[config.mk]
export PLATFORM = sky130hd
export DESIGN_NAME = io_seq
export DESIGN_NICKNAME = d
export VERILOG_FILES = /design/src/rtl/io_seq_pkg.sv /design/src/rtl/io_seq_timer.sv /design/src/rtl/io_seq_bus.sv /design/src/rtl/io_seq_wb.sv /design/src/rtl/io_seq.sv
export SDC_FILE = /design/constraint.sdc
export NUM_CORES = 1
export LEC_CHECK = 0
export ABC_AREA = 1
export BUFFER_PORTS_ARGS = -buffer_cell sky130_fd_sc_hd__buf_2
export CORE_ASPECT_RATIO = 0.5
export CORE_MARGIN = 10
export CORE_UTILIZATION = 50
export DETAILED_ROUTE_END_ITERATION = 7
export GPL_TIMING_DRIVEN = 0
export PLACE_DENSITY = 0.9
export SETUP_SLACK_MARGIN = 0.1
export SLEW_MARGIN = 30
export SYNTH_ARGS = -nofsm -noshare
export SYNTH_HDL_FRONTEND = slang
export SYNTH_SLANG_ARGS = --single-unit
[constraint.sdc]
create_clock -name clk -period 8.45 [get_ports clk]
set_input_delay 0.4225 -clock clk [delete_from_list [all_inputs] [get_ports clk]]
set_output_delay 0.4225 -clock clk [all_outputs]
set_load 0.005 [all_outputs]
[src/rtl/io_seq_pkg.sv]
// Shared opcode constants, kinds and per-instruction schedule tables for the
// port I/O sequencer. Assumes 8-bit opcodes; schedules are computed, not stored.
package io_seq_pkg;

    localparam logic [7:0] OPC_IN_IMM = 8'hDB;
    localparam logic [7:0] OPC_PREFIX = 8'hED;
    localparam logic [7:0] OPC_BLK_IN_UP = 8'hA2;
    localparam logic [7:0] OPC_BLK_OUT_UP = 8'hA3;
    localparam logic [7:0] OPC_BLK_IN_DN = 8'hAA;
    localparam logic [2:0] FLD_NONE = 3'b110;
    localparam logic [2:0] FLD_ACC = 3'b111;
    localparam int FLAG_W = 8;

    typedef enum logic [2:0] {
        K_IN_IMM, K_IN_REG, K_OUT_REG, K_BIN_UP, K_BOUT_UP, K_BIN_DN, K_ILLEGAL
    } op_kind_t;

    typedef enum logic [2:0] {
        BC_NONE, BC_IORD, BC_IOWR, BC_MRD, BC_MWR
    } bus_kind_t;

    // Classify the two opcode bytes into an instruction kind.
    function automatic op_kind_t classify(input logic [7:0] b0, input logic [7:0] b1);
        op_kind_t k;
        k = K_ILLEGAL;
        if (b0 == OPC_IN_IMM) begin
            k = K_IN_IMM;
        end else if (b0 == OPC_PREFIX) begin
            if (b1[7:6] == 2'b01 && b1[2:0] == 3'b000)
                k = K_IN_REG;
            else if (b1[7:6] == 2'b01 && b1[2:0] == 3'b001 && b1[5:3] != FLD_NONE)
                k = K_OUT_REG;
            else if (b1 == OPC_BLK_IN_UP)
                k = K_BIN_UP;
            else if (b1 == OPC_BLK_OUT_UP)
                k = K_BOUT_UP;
            else if (b1 == OPC_BLK_IN_DN)
                k = K_BIN_DN;
        end
        return k;
    endfunction

    // T-states in machine cycle m of kind k.
    function automatic logic [2:0] mc_len(input op_kind_t k, input logic [2:0] m);
        logic [2:0] n;
        n = 3'd4;
        case (k)
            K_IN_IMM: if (m == 3'd2) n = 3'd3;
            K_BIN_UP, K_BOUT_UP, K_BIN_DN: begin
                if (m == 3'd2) n = 3'd5;
                else if (m == 3'd3) n = 3'd3;
            end
            default: n = 3'd4;
        endcase
        return n;
    endfunction

    // Number of machine cycles of kind k.
    function automatic logic [2:0] mc_count(input op_kind_t k);
        logic [2:0] n;
        case (k)
            K_BIN_UP, K_BOUT_UP, K_BIN_DN: n = 3'd4;
            K_ILLEGAL: n = 3'd2;
            default: n = 3'd3;
        endcase
        return n;
    endfunction

    // Bus transfer performed in machine cycle m of kind k.
    function automatic bus_kind_t mc_bus(input op_kind_t k, input logic [2:0] m);
        bus_kind_t b;
        b = BC_NONE;
        case (k)
            K_IN_IMM, K_IN_REG: if (m == 3'd3) b = BC_IORD;
            K_OUT_REG: if (m == 3'd3) b = BC_IOWR;
            K_BIN_UP, K_BIN_DN: begin
                if (m == 3'd3) b = BC_IORD;
                else if (m == 3'd4) b = BC_MWR;
            end
            K_BOUT_UP: begin
                if (m == 3'd3) b = BC_MRD;
                else if (m == 3'd4) b = BC_IOWR;
            end
            default: b = BC_NONE;
        endcase
        return b;
    endfunction

endpackage

[src/rtl/io_seq_timer.sv]
// Machine-cycle / T-state counter. Steps one T-state per clock, holds the last
// T-state of a bus machine cycle until the transfer completes.
// Assumes kind is stable from the cycle after go until fin.
module io_seq_timer
    import io_seq_pkg::*;
(
    input  logic       clk,
    input  logic       rst_n,
    input  logic       go,
    input  op_kind_t   kind,
    input  logic       complete,
    output logic       busy,
    output logic [2:0] m_cyc,
    output logic [2:0] t_st,
    output logic       fin,
    output logic       step
);
    logic at_end;
    logic may_leave;
    logic last_m;

    // End-of-machine-cycle decisions for the current T-state.
    always_comb begin
        at_end    = (t_st == mc_len(kind, m_cyc));
        may_leave = (mc_bus(kind, m_cyc) == BC_NONE) || complete;
        last_m    = (m_cyc == mc_count(kind));
        fin       = busy && at_end && may_leave && last_m;
        step      = busy && at_end && may_leave;
    end

    // Counter state update.
    always_ff @(posedge clk) begin
        if (!rst_n) begin
            busy  <= 1'b0;
            m_cyc <= 3'd0;
            t_st  <= 3'd0;
        end else if (go) begin
            busy  <= 1'b1;
            m_cyc <= 3'd1;
            t_st  <= 3'd1;
        end else if (fin) begin
            busy  <= 1'b0;
            m_cyc <= 3'd0;
            t_st  <= 3'd0;
        end else if (step) begin
            m_cyc <= m_cyc + 3'd1;
            t_st  <= 3'd1;
        end else if (busy && !at_end) begin
            t_st <= t_st + 3'd1;
        end
    end
endmodule

[src/rtl/io_seq_bus.sv]
// Bus handshake tracker for the I/O and memory buses. Raises the request of the
// current machine cycle until it completes (ack for writes, rvalid for reads)
// and captures read data. Assumes one transfer per machine cycle.
module io_seq_bus
    import io_seq_pkg::*;
#(
    parameter int DW = 8
) (
    input  logic          clk,
    input  logic          rst_n,
    input  logic          clear,
    input  bus_kind_t     bc,
    input  logic          io_ack,
    input  logic          io_rvalid,
    input  logic [DW-1:0] io_rdata,
    input  logic          mem_ack,
    input  logic          mem_rvalid,
    input  logic [DW-1:0] mem_rdata,
    output logic          io_req,
    output logic          io_we,
    output logic          mem_req,
    output logic          mem_we,
    output logic          complete,
    output logic [DW-1:0] rd_byte
);
    logic          got_r;
    logic          hit;
    logic          is_rd;
    logic [DW-1:0] data_r;
    logic [DW-1:0] rd_src;

    // Request generation and completion detection.
    always_comb begin
        io_we    = (bc == BC_IOWR);
        mem_we   = (bc == BC_MWR);
        io_req   = !got_r && (bc == BC_IORD || bc == BC_IOWR);
        mem_req  = !got_r && (bc == BC_MRD || bc == BC_MWR);
        hit      = (io_req && (io_we ? io_ack : io_rvalid)) ||
                   (mem_req && (mem_we ? mem_ack : mem_rvalid));
        is_rd    = (bc == BC_IORD) || (bc == BC_MRD);
        rd_src   = (bc == BC_IORD) ? io_rdata : mem_rdata;
        complete = got_r || hit;
        rd_byte  = (hit && is_rd) ? rd_src : data_r;
    end

    // Per-machine-cycle completion flag and read data capture.
    always_ff @(posedge clk) begin
        if (!rst_n) begin
            got_r  <= 1'b0;
            data_r <= '0;
        end else begin
            if (clear) got_r <= 1'b0;
            else if (hit) got_r <= 1'b1;
            if (hit && is_rd) data_r <= rd_src;
        end
    end
endmodule

[src/rtl/io_seq_wb.sv]
// Write-back and flag computation from the latched instruction and the
// transferred byte. Purely combinational; the top gates it with done.
module io_seq_wb
    import io_seq_pkg::*;
#(
    parameter int DW = 8
) (
    input  op_kind_t            kind,
    input  logic [2:0]          fld,
    input  logic [DW-1:0]       data,
    input  logic [DW-1:0]       b_val,
    input  logic [2*DW-1:0]     hl_val,
    input  logic [FLAG_W-1:0]   f_val,
    output logic                wb_we,
    output logic [2:0]          wb_idx,
    output logic [DW-1:0]       wb_data,
    output logic                b_we,
    output logic [DW-1:0]       b_out,
    output logic                hl_we,
    output logic [2*DW-1:0]     hl_out,
    output logic                f_we,
    output logic [FLAG_W-1:0]   f_out
);
    logic          blk;
    logic [DW-1:0] b_dec;

    // Select destinations, pointer/counter updates and flags per kind.
    always_comb begin
        blk     = (kind == K_BIN_UP) || (kind == K_BOUT_UP) || (kind == K_BIN_DN);
        b_dec   = b_val - 1'b1;
        wb_data = data;
        wb_idx  = (kind == K_IN_IMM) ? FLD_ACC : fld;
        wb_we   = (kind == K_IN_IMM) || (kind == K_IN_REG && fld != FLD_NONE);
        b_we    = blk;
        b_out   = b_dec;
        hl_we   = blk;
        hl_out  = (kind == K_BIN_DN) ? hl_val - 1'b1 : hl_val + 1'b1;
        f_we    = blk || (kind == K_IN_REG);
        if (blk)
            f_out = {f_val[7], (b_dec == '0), f_val[5:2], 1'b1, f_val[0]};
        else
            f_out = {data[DW-1], (data == '0), f_val[5], 1'b0, f_val[3], ~^data, 1'b0, f_val[0]};
    end
endmodule

[src/rtl/io_seq.sv]
// Top of the port I/O instruction sequencer. Latches the opcode and register
// values on start, sequences machine cycles, drives both buses and presents
// write-backs in the final T-state. Assumes inputs valid in the start cycle.
module io_seq
    import io_seq_pkg::*;
#(
    parameter int DW = 8
) (
    input  logic            clk,
    input  logic            rst_n,
    input  logic            start,
    input  logic [DW-1:0]   op0_in,
    input  logic [DW-1:0]   op1_in,
    output logic [2:0]      r_sel,
    input  logic [DW-1:0]   a_in,
    input  logic [DW-1:0]   b_in,
    input  logic [DW-1:0]   c_in,
    input  logic [DW-1:0]   h_in,
    input  logic [DW-1:0]   l_in,
    input  logic [DW-1:0]   r_in,
    input  logic [7:0]      f_in,
    output logic            busy,
    output logic            done,
    output logic            err,
    output logic [2:0]      m_cyc,
    output logic [2:0]      t_st,
    output logic            io_req,
    output logic            io_we,
    output logic [2*DW-1:0] io_addr,
    output logic [DW-1:0]   io_wdata,
    input  logic            io_ack,
    input  logic            io_rvalid,
    input  logic [DW-1:0]   io_rdata,
    output logic            mem_req,
    output logic            mem_we,
    output logic [2*DW-1:0] mem_addr,
    output logic [DW-1:0]   mem_wdata,
    input  logic            mem_ack,
    input  logic            mem_rvalid,
    input  logic [DW-1:0]   mem_rdata,
    output logic            wb_we,
    output logic [2:0]      wb_idx,
    output logic [DW-1:0]   wb_data,
    output logic            b_we,
    output logic [DW-1:0]   b_out,
    output logic            hl_we,
    output logic [2*DW-1:0] hl_out,
    output logic            f_we,
    output logic [7:0]      f_out
);
    localparam int AW = 2 * DW;

    op_kind_t      kind_r;
    logic [DW-1:0] op1_r, a_r, b_r, c_r, h_r, l_r, r_r;
    logic [7:0]    f_r;
    logic          go, step, complete, legal;
    bus_kind_t     bc;
    logic [DW-1:0] rd_byte;
    logic          wb_we_i, b_we_i, hl_we_i, f_we_i;

    assign go    = start && !busy;
    assign r_sel = op1_in[5:3];

    // Capture the instruction and register snapshot when an instruction starts.
    always_ff @(posedge clk) begin
        if (!rst_n) begin
            kind_r <= K_ILLEGAL;
            op1_r  <= '0;
            a_r <= '0; b_r <= '0; c_r <= '0; h_r <= '0; l_r <= '0; r_r <= '0;
            f_r    <= '0;
        end else if (go) begin
            kind_r <= classify(8'(op0_in), 8'(op1_in));
            op1_r  <= op1_in;
            a_r <= a_in; b_r <= b_in; c_r <= c_in; h_r <= h_in; l_r <= l_in; r_r <= r_in;
            f_r    <= f_in;
        end
    end

    io_seq_timer u_tmr (
        .clk(clk), .rst_n(rst_n), .go(go), .kind(kind_r), .complete(complete),
        .busy(busy), .m_cyc(m_cyc), .t_st(t_st), .fin(done), .step(step)
    );

    // Bus kind of the current machine cycle (none when idle).
    always_comb bc = busy ? mc_bus(kind_r, m_cyc) : BC_NONE;

    io_seq_bus #(.DW(DW)) u_bus (
        .clk(clk), .rst_n(rst_n), .clear(go || step), .bc(bc),
        .io_ack(io_ack), .io_rvalid(io_rvalid), .io_rdata(io_rdata),
        .mem_ack(mem_ack), .mem_rvalid(mem_rvalid), .mem_rdata(mem_rdata),
        .io_req(io_req), .io_we(io_we), .mem_req(mem_req), .mem_we(mem_we),
        .complete(complete), .rd_byte(rd_byte)
    );

    // Address and write-data routing.
    always_comb begin
        io_addr   = (kind_r == K_IN_IMM) ? {a_r, op1_r} : {b_r, c_r};
        io_wdata  = (kind_r == K_BOUT_UP) ? rd_byte : r_r;
        mem_addr  = {h_r, l_r};
        mem_wdata = rd_byte;
    end

    io_seq_wb #(.DW(DW)) u_wb (
        .kind(kind_r), .fld(op1_r[5:3]), .data(rd_byte), .b_val(b_r),
        .hl_val({h_r, l_r}), .f_val(f_r),
        .wb_we(wb_we_i), .wb_idx(wb_idx), .wb_data(wb_data),
        .b_we(b_we_i), .b_out(b_out), .hl_we(hl_we_i), .hl_out(hl_out),
        .f_we(f_we_i), .f_out(f_out)
    );

    // Commit strobes only in the final T-state of a legal instruction.
    always_comb begin
        legal = (kind_r != K_ILLEGAL);
        err   = done && !legal;
        wb_we = done && legal && wb_we_i;
        b_we  = done && legal && b_we_i;
        hl_we = done && legal && hl_we_i;
        f_we  = done && legal && f_we_i;
    end

    logic unused_ok;
    assign unused_ok = ^{AW[0]};
endmodule

Word-level counts from Yosys, hierarchy flattened
Index checks and enable logic that the tools add are counted.

Input bits: 95. Output and inout bits: 111. Flip-flop bits (word level): 83.

Add/sub/neg operators: 5. Bitwise logic cells: 1. Eq/ne operators: 25. Muxes and demuxes: 38. Reduce and logical (&&, ||, !) cells: 49.

Operator list (count): == test 8 bit (second input constant) (5); two-way mux 3 bit (13); two-way mux 16 bit (2); two-way mux 8 bit (4); logical AND 1 bit (19); == test 3 x 2 -> 1 bit (second input constant) (6); adder 16 x 1 -> 16 bit (second input constant) (1); zero test 8 bit (2); subtractor 16 x 1 -> 16 bit (second input constant) (1); == test 3 bit (second input constant) (5); two-way mux 1 bit (12); one-hot mux 3 bit (2 select lines) (2); one-hot mux 3 bit (4 select lines) (1); logical OR 1 bit (11); == test 3 x 1 -> 1 bit (second input constant) (3); zero test 3 bit (3); inequality test 3 bit (second input constant) (3); two-way mux 2 bit (4); XNOR reduction 8 bit (1); subtractor 8 x 1 -> 8 bit (second input constant) (1); adder 3 x 1 -> 3 bit (second input constant) (2); == test 3 bit (2); OR reduction 2 bit (3); OR reduction 3 bit (2); 7 further kinds (10).

Depth between registers and ports, before layout
Gate-level depths: netlist of run 1.

Depth after elaboration: 16. Gate-level depth with buffers: 18. Mapped depth without buffers: 17.

Modules after synthesis
From an unflattened synthesis of run 1, not the netlist that was laid out.

Cells, all modules: 912. Area, all modules: 5824.3 µm².

Modules (own cells, without submodules): io_seq (instances 1, cells each 407, area an instance 2965.3 µm², seq. area each 1341.3 µm²); io_seq_wb (instances 1, cells each 280, area an instance 1507.7 µm², seq. area each 0.0 µm²); io_seq_timer (instances 1, cells each 110, area an instance 678.2 µm², seq. area each 140.1 µm²); io_seq_bus (instances 1, cells each 115, area an instance 673.1 µm², seq. area each 180.2 µm²).

Least setup slack after synthesis of run 1
No wires, ideal clock.

Kind: register to output. Start point: reg u_tmr.m_cyc[0]. End point: out f_out[2]. Path buffers: 1. Data arrival time: 2991 ps. Data required time: 8028 ps. Cell stages (with the launch flop): 16. Setup slack: 5036 ps. Path through: dfxtp_1 ha_1 ha_1 or2_2 nor2_1 nor2_1 nor2_1 nand3_1 a21oi_4 buf_12 nand3_2 o21ai_4 ha_1 xor2_1 xnor2_1 o21ai_0.

Word-level cells in the longest chain between the ends: 14. Elaborated cells between the ends (all ways): 29. Classes of those cells: eq/ne: 6; mux: 13; reduce/logical: 10.

Ends and longest elaborated chain: from (decl) (line io_seq_timer.sv:13) `output logic [2:0] m_cyc,`; from (signal assigned) (line io_seq_timer.sv:46) `m_cyc <= m_cyc + 3'd1;`; == test 3 bit (line io_seq_pkg.sv:78, io_seq_pkg.sv:82); two-way mux 2 bit / two-way mux 3 bit (equally long branches) (line io_seq_pkg.sv:82, io_seq_pkg.sv:78); two-way mux 3 bit, on equally long branches (line io_seq_pkg.sv:81, io_seq_pkg.sv:77); one-hot mux 3 bit (4 select lines) (*) (line io_seq_pkg.sv:73) `case (k)`; two-way mux 3 bit (*) (line io_seq.sv:85) `always_comb bc = busy ? mc_bus(kind_r, m_cyc) : BC_NONE;`; == test 3 x 1 -> 1 bit (tied with other cells) (line io_seq_bus.sv:36, io_seq_bus.sv:40, io_seq_bus.sv:41); logical OR 1 bit, on equally long branches (line io_seq_bus.sv:36, io_seq_bus.sv:37); logical AND 1 bit, on equally long branches (line io_seq_bus.sv:36, io_seq_bus.sv:37); logical AND 1 bit, on equally long branches (line io_seq_bus.sv:38, io_seq_bus.sv:39); logical OR 1 bit (line io_seq_bus.sv:38) `hit = (io_req && (io_we ? io_ack : io_rvalid)) ||`; logical AND 1 bit (line io_seq_bus.sv:43) `rd_byte = (hit && is_rd) ? rd_src : data_r;`; two-way mux 8 bit (*) (line io_seq_bus.sv:43); XNOR reduction 8 bit (*) (line io_seq_wb.sv:42) `f_out = {data[DW-1], (data == '0), f_val[5], 1'b0, f_val[3], ~^data, 1'b0, f_val[0]};`; two-way mux 8 bit (*) (line io_seq_wb.sv:39) `if (blk)`; to (decl) (line io_seq.sv:49) `output logic [7:0] f_out`.

Every way passes the cells marked *; elsewhere a longest branch is shown, timed or not.

Worst setup path after layout of run 1
Start point: reg u_tmr.m_cyc[2]. End point: out f_out[2].

The elaborated chain is that of the path after synthesis.

==> metrics.csv, run 1 <==
stage;metric;value;unit
synthesis;post-synth-top-count-cell;sky130_fd_sc_hd__nor2_1;
placed_design;placed_cells_incl_taps;1071;
clock_tree;clk_latency;0.34;ns
setup_path;worstSetupStartpointType;register;
floorplanning;design.die.area;14720;sq um
synthesis;ys_seq_elements;81;
cells_and_area;layout.cells.non_filler;1088;
setup_path;startpoint;u_tmr.m_cyc[2];
placed_design;portBuffers;203;
clock_tree;htree_levels;3;
global_routing;grt_pass1_wl;26660;um
global_routing;first_global_vias;5566;
min_path;timing.hold.worst.start;r_in[5];
pwr;power.density_cell_area;162.1;nW/um^2
setup_path;crit_fanout;10;
drt;first_iter_violations;308;
setup_path;crit_required;8.03;ns
floorplanning;coreArea;9634;sq um
placed_design;place_congestion;0.9121;
sta;finalHoldWorstSlack;0.3261;ns
sta;finalHoldViolCount;0;
sta;max-slew-margin-rel;0.4494;
synthesis;yosysWarnings;0;
flow_run;maxCapViolCount;0;
synthesis;synth_top_area_share;0.3221;
synthesis;post_synth_cell_types;44;
clock_tree;cts_num_sinks;81;
cells_and_area;final_layout_size_suffix_gt1_frac;0.2931;
synthesis;synth_sequential_area_ratio;0.3221;
synthesis;synth.largest_area_cell;sky130_fd_sc_hd__dfxtp_1;
sta;finalCriticalPeriod;4.275;ns
sta;worst_slew_pin_slew;0.8250;ns
drt;detail_route.wirelength;16540;um
pwr;power.static_leakage;3.474;nW
synthesis;synth_enable_flop_cells;0;
floorplanning;chipWidth;161.9;um
synthesis;synth_area_per_cell;6.867;sq um
placed_design;dpl_worst_slack;4.562;ns
sta;achievable-frequency;233.9;MHz
drt;post-route-drc-count;0;
floorplanning;boundaryPins;206;
synthesis;dominant_cells_by_area_after_synthesis;sky130_fd_sc_hd__dfxtp_1 32%, sky130_fd_sc_hd__nor2_1 10%, sky130_fd_sc_hd__nand2_1 9.8%, sky130_fd_sc_hd__o21ai_0 8.2%, sky130_fd_sc_hd__ha_1 6.5%;
drt;routed.top_layer;met4;
clock_tree;cts.repair.resized;0;
placed_design;dp_hpwl;13350;um
synthesis;synth_ff_type;sky130_fd_sc_hd__dfxtp_1;
drt;average_detailed_routed_wire_length_per_instance;15.20;um
drt;detailed_route_wire_length_on_metal_1;6424;um
setup_path;critical_path_arrival;3.85;ns
drt;ant_nets;0;
cells_and_area;layout.nets;1069;
pwr;power.ir.vdd_worst;0.0001100;V
floorplanning;initial_core_util;0.5225;
sta;postLayoutSetupSlackWorst;4.175;ns
global_routing;grt_start_max_net_pins;17;
sta;timing.clock.skew;0.004509;ns
drt;via_per_inst;5.137;
synthesis;yosys-top-cells-count;135 x sky130_fd_sc_hd__nor2_1, 131 x sky130_fd_sc_hd__nand2_1, 82 x sky130_fd_sc_hd__o21ai_0;
clock_tree;clock_tree.root_cell;sky130_fd_sc_hd__clkbuf_16;
setup_path;reg2reg_from;u_tmr.m_cyc[2];
setup_path;setup.worst_path.class;register to output port;
drt;wl_met2;8356;um
synthesis;syn_inst;733;
setup_path;worst_setup_path_end_kind;output port;
clock_tree;cts_hold_buf;0;
sta;grt_setup_unrepaired;no;
floorplanning;rows;25;
drt;drt_first_pass_iters;6;
global_routing;number_of_antenna_violations_at_the_first_check_in_global_routing;1;
drt;vias;5589;
clock_tree;tritoncts;done;
sta;layout_worst_path_cycle_share;0.5059;
synthesis;postSynth.asyncResetShare;0;
status;result_of_the_run;finished, final reports clean;
sta;timing.setup.tns;0;ns
global_routing;grt_use_total;0.2161;
floorplanning;die-height;90.95;um
clock_tree;clk_pin_slew_worst_paths;0.06;ns
drt;met3WireLength;1171;um
min_path;hold_class;primary input to register;
clock_tree;clock_tree.buffer_depth;2;
global_routing;grt.overflow.total;0;
clock_tree;cts_inserted_buffers;9;
sta;report.final.slew_viol_count;0;
synthesis;mappedNetlistArea;5034;sq um
pwr;finalPower;1.061;mW
sta;timing.final.setup_violations;0;
synthesis;synth_nets;855;
clock_tree;postCtsSetupBuffers;0;
cells_and_area;layout-area-overhead-vs-synth;30.03;%
[routing by layer]
metal,global-route usage,up-vias
met4,0.08208,0
met2,0.3953,228
li1,-,2806
met1,0.2352,2502
met5,0,-
met3,0.05721,53
[flip-flops by register name, summed over array words and instances (netlist names)]
| signal | count |
|---|---|
| u_tmr.busy | 1 |
| l_r | 8 |
| b_r | 8 |
| c_r | 8 |
| op1_r | 8 |
| kind_r | 3 |
| r_r | 8 |
| u_tmr.m_cyc | 3 |
| u_bus.got_r | 1 |
| a_r | 8 |
| u_bus.data_r | 8 |
| f_r | 6 |
| u_tmr.t_st | 3 |
| h_r | 8 |
[final cells by class]
cell class              count  area (sq um)
clock buffers              11         242.7
clock inverters             5         78.83
flip-flops and latches     81          1622
plain buffers              44         257.7
fillers                   828          3089
repair buffers            203          1016
diodes                      1         2.502
well taps                 135         168.9
inverters                  70         262.8
multi-input cells         538          2894
[where the power goes]
group	leakage [nW]	switching (mW)	internal, mW
logic	2.65	0.121	0.0864
clock network	0.159	0.158	0.266
registers	0.669	0.0197	0.409
total	3.47	0.299	0.762
[per-stage QoR]
step	area (sq um)	utilization
CTS	6543	0.6791
floorplan	5034	-
global route	6545	0.6794
detailed placement	6221	0.6457
global placement	6218	0.6455
finish	6545	0.6794
[worst max-delay path, stage by stage, from the launching register on]
cell                      delay (ns)
sky130_fd_sc_hd__dfxtp_1        0.43
sky130_fd_sc_hd__inv_1          0.17
sky130_fd_sc_hd__ha_1           0.28
sky130_fd_sc_hd__or2_2          0.30
sky130_fd_sc_hd__nor2_1         0.22
sky130_fd_sc_hd__nor2_1         0.10
sky130_fd_sc_hd__nor2_1         0.14
sky130_fd_sc_hd__nand3_1        0.18
sky130_fd_sc_hd__a21oi_4        0.36
sky130_fd_sc_hd__buf_12         0.19
sky130_fd_sc_hd__nand3_2        0.09
sky130_fd_sc_hd__o21ai_4        0.11
sky130_fd_sc_hd__ha_1           0.28
sky130_fd_sc_hd__xor2_1         0.17
sky130_fd_sc_hd__xnor2_1        0.12
sky130_fd_sc_hd__o21ai_0        0.18
sky130_fd_sc_hd__buf_2          0.16
[layout by cell type, fill, tap and decap left out, types with 2 or more instances in the layout]
| master | instances |
|---|---|
| sky130_fd_sc_hd__o21ai_0 | 82 |
| sky130_fd_sc_hd__ha_1 | 26 |
| sky130_fd_sc_hd__or2_2 | 3 |
| sky130_fd_sc_hd__nand2_1 | 131 |
| sky130_fd_sc_hd__nand3_1 | 24 |
| sky130_fd_sc_hd__xnor2_1 | 7 |
| sky130_fd_sc_hd__nand2_2 | 3 |
| sky130_fd_sc_hd__clkinv_2 | 2 |
| sky130_fd_sc_hd__o21ai_1 | 5 |
| sky130_fd_sc_hd__clkbuf_1 | 26 |
| sky130_fd_sc_hd__nor2_1 | 134 |
| sky130_fd_sc_hd__inv_2 | 7 |
| sky130_fd_sc_hd__nand3_2 | 7 |
| sky130_fd_sc_hd__nand3b_1 | 2 |
| sky130_fd_sc_hd__buf_2 | 203 |
| sky130_fd_sc_hd__a31oi_1 | 3 |
| sky130_fd_sc_hd__bufinv_16 | 2 |
| sky130_fd_sc_hd__clkbuf_16 | 9 |
| sky130_fd_sc_hd__nand3_4 | 3 |
| sky130_fd_sc_hd__buf_4 | 16 |
| sky130_fd_sc_hd__clkbuf_8 | 2 |
| sky130_fd_sc_hd__o21ai_4 | 2 |
| sky130_fd_sc_hd__o31ai_1 | 3 |
| sky130_fd_sc_hd__nand4_1 | 7 |
| sky130_fd_sc_hd__dfxtp_1 | 81 |
| sky130_fd_sc_hd__o21ai_2 | 12 |
| sky130_fd_sc_hd__nor3_1 | 10 |
| sky130_fd_sc_hd__inv_1 | 62 |
| sky130_fd_sc_hd__o211ai_1 | 2 |
| sky130_fd_sc_hd__xor2_1 | 17 |
| sky130_fd_sc_hd__nor4_1 | 3 |
| sky130_fd_sc_hd__a21oi_1 | 38 |
[cell families after synthesis]
logic type | after synthesis | share of synthesized area
AOI/OAI and AO/OA | 156 | 0.1787
xor gates and xnor gates | 24 | 0.04176
adders and majority gates | 27 | 0.06861
buffers and inverters | 114 | 0.1034
DFF | 81 | 0.3221
and+or+nand+nor | 331 | 0.2854
[worst paths after layout]
kind	end	slack, ns	cells past startpoint
min	r_r[5]	0.33	3
max	f_out[2]	4.17	16
max reg2reg	u_bus.data_r[6]	5.66	12
min reg2reg	f_r[4]	0.47	2
(Power assumes the default switching activity.)
==> run 2, diff against run 1 <==
--- a/config.mk
+++ b/config.mk
@@ -9,10 +9,10 @@
 export BUFFER_PORTS_ARGS = -buffer_cell sky130_fd_sc_hd__buf_2
 export CORE_ASPECT_RATIO = 0.5
 export CORE_MARGIN = 10
-export CORE_UTILIZATION = 50
+export CORE_UTILIZATION = 49
 export DETAILED_ROUTE_END_ITERATION = 7
 export GPL_TIMING_DRIVEN = 0
-export PLACE_DENSITY = 0.9
+export PLACE_DENSITY = 0.88
 export SETUP_SLACK_MARGIN = 0.1
 export SLEW_MARGIN = 30
 export SYNTH_ARGS = -nofsm -noshare
==> constraint.sdc (replaced) <==
create_clock -name clk -period 4.45 [get_ports clk]
set_input_delay 0.2225 -clock clk [delete_from_list [all_inputs] [get_ports clk]]
set_output_delay 0.2225 -clock clk [all_outputs]
set_load 0.005 [all_outputs]
==> metrics.csv, run 2 (synthesis results as in run 1) <==
stage;metric;value;unit;change
global_routing;grt.overflow.total;0;;unchanged
sta;finalHoldViolCount;0;;unchanged
min_path;hold_class;primary input to register;;
drt;via_per_inst;5.214;;+1.5%
cells_and_area;final_common_cell;sky130_fd_sc_hd__buf_2;;
clock_tree;clock_tree.buffer_depth;2;;unchanged
global_routing;grt_pass1_wl;27610;um;+3.5%
floorplanning;design.die.area;14970;sq um;+1.7%
global_routing;number_of_antenna_violations_at_the_first_check_in_global_routing;2;;+1
floorplanning;chipWidth;163.3;um;+0.89%
placed_design;portBuffers;203;;unchanged
global_routing;grt_use_total;0.2210;;+0.004864
drt;drt_first_pass_iters;5;;-1
setup_path;crit_fanout;10;;unchanged
sta;max-slew-margin-rel;0.4520;;+0.002608
sta;report.final.slew_viol_count;0;;unchanged
pwr;power.ir.vdd_worst;0.0002334;V;+110%
clock_tree;clock_tree.root_cell;sky130_fd_sc_hd__clkbuf_16;;
drt;average_detailed_routed_wire_length_per_instance;15.90;um;+4.6%
floorplanning;rows;26;;+4.0%
placed_design;placed_cells_incl_taps;1076;;+0.47%
status;result_of_the_run;finished, final reports clean;;
pwr;power.density_cell_area;315.0;nW/um^2;+94%
clock_tree;clk_latency;0.34;ns;about the same
floorplanning;boundaryPins;206;;unchanged
cells_and_area;layout.cells.non_filler;1092;;+0.37%
placed_design;dp_hpwl;13680;um;+2.5%
clock_tree;cts_inserted_buffers;9;;unchanged
drt;ant_nets;0;;unchanged
drt;post-route-drc-count;0;;unchanged
cells_and_area;layout-area-overhead-vs-synth;30.40;%;
setup_path;worstSetupStartpointType;register;;
cells_and_area;design_area;6564;sq um;+0.29%
clock_tree;cts_num_sinks;81;;unchanged
floorplanning;initial_core_util;0.4975;;-0.02494
setup_path;setup.worst_path.class;register to output port;;
setup_path;worst_setup_path_end_kind;output port;;
sta;timing.final.setup_violations;0;;unchanged
setup_path;crit_required;4.23;ns;-3.80 ns
sta;worst_slew_pin_slew;0.8211;ns;-0.003908 ns
placed_design;dpl_worst_slack;0.7937;ns;-3.768 ns
placed_design;standard_cell_area_after_detailed_placement;6227;sq um;+0.10%
sta;finalCriticalPeriod;4.048;ns;
drt;first_iter_violations;373;;+21%
sta;achievable-frequency;247.0;MHz;
cells_and_area;final_layout_size_suffix_gt1_frac;0.2923;;-0.0007434
cells_and_area;multi_input_area;2894;sq um;unchanged
drt;vias;5694;;+1.9%
drt;detail_route.wirelength;17370;um;+5.0%
placed_design;place_congestion;0.9194;;+0.80%
floorplanning;coreArea;10120;sq um;+5.0%
setup_path;critical_path_arrival;3.83;ns;-0.02 ns
flow_run;maxCapViolCount;0;;unchanged
cells_and_area;seqCellArea;1622;sq um;unchanged
cells_and_area;final_cell_mix;203 x sky130_fd_sc_hd__buf_2, 134 x sky130_fd_sc_hd__nor2_1, 131 x sky130_fd_sc_hd__nand2_1, 82 x sky130_fd_sc_hd__o21ai_0, 81 x sky130_fd_sc_hd__dfxtp_1;;
sta;timing.setup.tns;0;ns;unchanged
floorplanning;die-height;91.67;um;+0.79%
sta;grt_setup_unrepaired;no;;
clock_tree;tritoncts;done;;
sta;postLayoutSetupSlackWorst;0.4019;ns;-3.773 ns
pwr;power.static_leakage;3.469;nW;-0.14%
sta;layout_worst_path_cycle_share;0.9097;;
sta;timing.clock.skew;0.006676;ns;+0.002167 ns
clock_tree;cts.repair.resized;0;;unchanged
global_routing;first_global_vias;5703;;+2.5%
clock_tree;htree_levels;3;;unchanged
cells_and_area;fillCellCount;870;;+5.1%
global_routing;grt_start_max_net_pins;17;;unchanged
clock_tree;clk_pin_slew_worst_paths;0.06;ns;about the same
clock_tree;postCtsSetupBuffers;0;;unchanged
cells_and_area;layout.nets;1069;;unchanged
clock_tree;cts_hold_buf;0;;unchanged
## run 2: worst max-delay path: stages, from the launching register on
cell and delay (ns):
sky130_fd_sc_hd__dfxtp_1 0.43, sky130_fd_sc_hd__inv_1 0.18, sky130_fd_sc_hd__ha_1 0.29, sky130_fd_sc_hd__or2_2 0.30, sky130_fd_sc_hd__nor2_1 0.21, sky130_fd_sc_hd__nor2_1 0.09
sky130_fd_sc_hd__nor2_1 0.13, sky130_fd_sc_hd__nand3_1 0.18, sky130_fd_sc_hd__a21oi_4 0.37, sky130_fd_sc_hd__buf_12 0.20, sky130_fd_sc_hd__nand3_2 0.09, sky130_fd_sc_hd__o21ai_4 0.11
sky130_fd_sc_hd__ha_1 0.28, sky130_fd_sc_hd__xor2_1 0.18, sky130_fd_sc_hd__xnor2_1 0.12, sky130_fd_sc_hd__o21ai_0 0.16, sky130_fd_sc_hd__buf_2 0.15
## run 2: layout make-up
class / count / area share
Antenna cell: 1 / 0.0003812
Buffer: 44 / 0.03927
Clock buffer: 10 / 0.03488
Clock inverter: 5 / 0.01601
Inverter: 70 / 0.04003
Multi-Input combinational cell: 538 / 0.4409
Sequential cell: 81 / 0.2470
Tap cell: 140 / 0.02669
Timing Repair Buffer: 203 / 0.1548
## run 2: power by group
group          switching, mW  internal, mW  total [mW]
sequential            0.0378         0.777       0.815
combinational          0.235         0.164       0.399
clock                  0.309         0.546       0.854
total                  0.581          1.49        2.07
## run 2: worst paths after layout
kind                                startpoint               to  slack [ns]  depth (start not counted)
worst max register to register  u_tmr.m_cyc[2]  u_bus.data_r[1]        1.63                         12
worst min register to register          f_r[4]           f_r[4]        0.47                          2
worst min-delay path                   h_in[2]           h_r[2]        0.13                          3
worst max-delay path            u_tmr.m_cyc[2]         f_out[2]        0.40                         16
## run 2: metrics by stage
stage | hold WS (ns) | utilization | power [mW]
6_report | 0.1289 | 0.6488 | 2.068
5_1_grt | 0.1312 | 0.6488 | 2.148
4_1_cts | 0.1279 | 0.6485 | 2.061
3_5_place_dp | 0.4553 | 0.6155 | 1.222
3_3_place_gp | 0.4444 | 0.6153 | 1.207
2_1_floorplan | 0.3714 | - | 1.037
## run 2: per-layer routing
| layer | vias up | share of wire | track usage |
|---|---|---|---|
| met3 | 61 | 0.064 | 0.05531 |
| met5 | - | 0.00075 | 0 |
| met1 | 2608 | 0.39 | 0.2406 |
| met4 | 2 | 0.038 | 0.09701 |
| met2 | 221 | 0.51 | 0.3999 |
| li1 | 2802 | - | - |
==> run 3, diff against run 2 <==
--- a/config.mk
+++ b/config.mk
@@ -12,7 +12,7 @@
 export CORE_UTILIZATION = 49
 export DETAILED_ROUTE_END_ITERATION = 7
 export GPL_TIMING_DRIVEN = 0
-export PLACE_DENSITY = 0.88
+export PLACE_DENSITY = 0.81
 export SETUP_SLACK_MARGIN = 0.1
 export SLEW_MARGIN = 30
 export SYNTH_ARGS = -nofsm -noshare
==> constraint.sdc (replaced) <==
create_clock -name clk -period 3.8 [get_ports clk]
set_input_delay 0.19 -clock clk [delete_from_list [all_inputs] [get_ports clk]]
set_output_delay 0.19 -clock clk [all_outputs]
set_load 0.005 [all_outputs]
==> metrics.csv, run 3 (synthesis results as in run 1) <==
stage;metric;value;unit;change
status;result_of_the_run;finished, final reports clean;;
drt;first_iter_violations;304;;-18%
floorplanning;chipWidth;163.3;um;unchanged
sta;timing.clock.skew;0.009079;ns;+0.002403 ns
placed_design;placed_cells_incl_taps;1076;;unchanged
drt;drt_first_pass_iters;5;;unchanged
pwr;net-switching-power;687.5;uW;+18%
setup_path;worst_setup_path_end_kind;output port;;
placed_design;standard_cell_area_after_detailed_placement;6227;sq um;unchanged
cells_and_area;design_area;6600;sq um;+0.55%
min_path;hold_class;primary input to register;;
setup_path;path_buf_inv;3;;unchanged
sta;finalHoldViolCount;0;;unchanged
drt;post-route-drc-count;0;;unchanged
flow_run;maxCapViolCount;0;;unchanged
floorplanning;coreArea;10120;sq um;unchanged
sta;max-slew-margin-rel;0.6129;;+0.1608
pwr;finalPower;2.368;mW;+15%
drt;detail_route.wirelength;16850;um;-3.0%
setup_path;worstSetupStartpointType;register;;
setup_path;setup.worst_path.class;register to output port;;
setup_path;crit_path_top_delay_cell;sky130_fd_sc_hd__dfxtp_2;;
global_routing;grt_pass1_wl;26610;um;-3.6%
sta;finalCriticalPeriod;3.666;ns;
drt;via_per_inst;5.050;;-3.1%
clock_tree;clk_latency;0.34;ns;about the same
sta;finalHoldWorstSlack;0.1020;ns;-0.02683 ns
pwr;power.ir.vdd_worst;0.0002812;V;+20%
clock_tree;clock_tree.root_cell;sky130_fd_sc_hd__clkbuf_16;;
global_routing;grt_start_max_net_pins;17;;unchanged
cells_and_area;seqCellArea;1625;sq um;+0.23%
placed_design;place_congestion;0.9428;;+2.5%
sta;timing.final.setup_violations;0;;unchanged
setup_path;cpPeakStageDelay;0.39;ns;-0.04 ns
cells_and_area;final_common_cell;sky130_fd_sc_hd__buf_2;;
global_routing;grt.overflow.total;0;;unchanged
drt;ant_nets;0;;unchanged
clock_tree;cts_hold_buf;0;;unchanged
global_routing;grt_use_total;0.2146;;-0.006387
pwr;power.static_leakage;3.474;nW;+0.16%
pwr;power.density_cell_area;358.7;nW/um^2;+14%
setup_path;critical_path.cell_chain;inv_1 > ha_2 > or2_2 > nor2_2 > nor2_1 > nor2_1 > nand3_2 > a21oi_4 > buf_12 > nand3_2 > o21ai_4 > ha_1 > xor2_1 > xnor2_1 > o21ai_0 > buf_2;;
pwr;clock_power_share;0.401;;-0.012
global_routing;number_of_antenna_violations_at_the_first_check_in_global_routing;1;;-1
clock_tree;clock_tree.buffer_depth;2;;unchanged
cells_and_area;layout.nets;1072;;+0.28%
pwr;power_frac_seq;0.403;;+0.009
placed_design;portBuffers;203;;unchanged
clock_tree;tritoncts;done;;
cells_and_area;layout-area-overhead-vs-synth;31.12;%;
floorplanning;die-height;91.67;um;unchanged
sta;timing.setup.tns;0;ns;unchanged
sta;layout_worst_path_cycle_share;0.9647;;
setup_path;crit_required;3.61;ns;-0.62 ns
setup_path;crit_fanout;10;;unchanged
cells_and_area;final_cell_mix;203 x sky130_fd_sc_hd__buf_2, 132 x sky130_fd_sc_hd__nor2_1, 131 x sky130_fd_sc_hd__nand2_1, 82 x sky130_fd_sc_hd__o21ai_0, 78 x sky130_fd_sc_hd__dfxtp_1;;
sta;report.final.slew_viol_count;0;;unchanged
setup_path;critical_path_arrival;3.48;ns;-0.35 ns
clock_tree;clk_pin_slew_worst_paths;0.07;ns;about the same
clock_tree;htree_levels;3;;unchanged
sta;grt_setup_unrepaired;yes;;
setup_path;critical_path.top_delay_family;simple AND/OR/NAND/NOR gates;;
pwr;combinational_power_share;0.196;;+0.003
placed_design;dp_hpwl;13390;um;-2.1%
floorplanning;design.die.area;14970;sq um;unchanged
sta;achievable-frequency;272.8;MHz;
clock_tree;cts_num_sinks;81;;unchanged
drt;average_detailed_routed_wire_length_per_instance;15.38;um;-3.3%
floorplanning;boundaryPins;206;;unchanged
drt;vias;5535;;-2.8%
clock_tree;cts_inserted_buffers;9;;unchanged
floorplanning;rows;26;;unchanged
pwr;intPower;1.680;mW;+13%
placed_design;dpl_worst_slack;0.1937;ns;-0.6000 ns
cells_and_area;layout.core_utilization;0.6524;;+0.003586
cells_and_area;layout.cells.non_filler;1096;;+0.37%
floorplanning;initial_core_util;0.4975;;unchanged
cells_and_area;final_layout_size_suffix_gt1_frac;0.3047;;+0.01239
pwr;p_sw_frac;0.2904;;+0.009273
sta;postLayoutSetupSlackWorst;0.1341;ns;-0.2678 ns
sta;worst_slew_pin_slew;0.5807;ns;-0.2404 ns
cells_and_area;multi_input_area;2918;sq um;+0.82%
global_routing;first_global_vias;5428;;-4.8%
cells_and_area;fillCellCount;943;;+8.4%
[run 3: cell types whose count changed in the layout (fill, tap and decap cells not counted), moves of 2 or more]
cell,delta
sky130_fd_sc_hd__buf_4,+3
sky130_fd_sc_hd__dfxtp_1,-3
sky130_fd_sc_hd__dfxtp_2,+3
sky130_fd_sc_hd__ha_1,-2
sky130_fd_sc_hd__ha_2,+2
sky130_fd_sc_hd__nor2_1,-2
[run 3: layer usage]
metal  global-route usage  routed length, um  up-vias
met2               0.3834               8332      159
met4              0.05970                337        0
met5                    0                  0        -
met1               0.2490               7088     2544
met3              0.05486               1093       26
li1                     -                  -     2806
[run 3: power by group through the flow]
stage          registers [mW]  logic (mW)  clock network (mW)
2_1_floorplan           0.963       0.252                   0
3_3_place_gp            0.971       0.451                   0
3_5_place_dp            0.972       0.459                   0
4_1_cts                 0.953       0.464               0.951
5_1_grt                 0.963       0.518               0.989
6_report                0.955       0.463               0.949
[run 3: worst reg2reg max path, stage by stage, from the launching register on]
cell and delay [ns]:
sky130_fd_sc_hd__dfxtp_2 0.39, sky130_fd_sc_hd__inv_1 0.15, sky130_fd_sc_hd__ha_2 0.25, sky130_fd_sc_hd__or2_2 0.31
sky130_fd_sc_hd__nor2_2 0.18, sky130_fd_sc_hd__nor2_1 0.09, sky130_fd_sc_hd__nor2_1 0.17, sky130_fd_sc_hd__nand3_2 0.15
sky130_fd_sc_hd__nand4_1 0.20, sky130_fd_sc_hd__nand3b_1 0.28, sky130_fd_sc_hd__nand3_1 0.19, sky130_fd_sc_hd__a21oi_1 0.05
[run 3: repair_timing]
item | 4_1_cts | 5_1_grt
buffers inserted | 3 | 0
endpoints found under the setup margin | 1 | 5
pin swaps | 1 | 1
cloned | 0 | 0
gates resized for setup | 6 | 4
[run 3: layout make-up]
type,instances,area share
tap,140,0.02654
inverter,70,0.03981
multi-input combinational,538,0.4421
clock buffer,10,0.03469
buffer,44,0.03905
clock inverter,6,0.01384
sequential,81,0.2463
timing repair buffer,206,0.1573
antenna,1,0.0003791
[run 3: final timing paths]
| check | start | end | slack [ns] | depth (start not counted) |
|---|---|---|---|---|
| max reg2reg | u_tmr.m_cyc[2] | u_tmr.m_cyc[2] | 1.28 | 11 |
| max | u_tmr.m_cyc[2] | f_out[2] | 0.13 | 16 |
| min reg2reg | f_r[4] | f_r[4] | 0.46 | 2 |
| min | h_in[5] | h_r[5] | 0.10 | 3 |
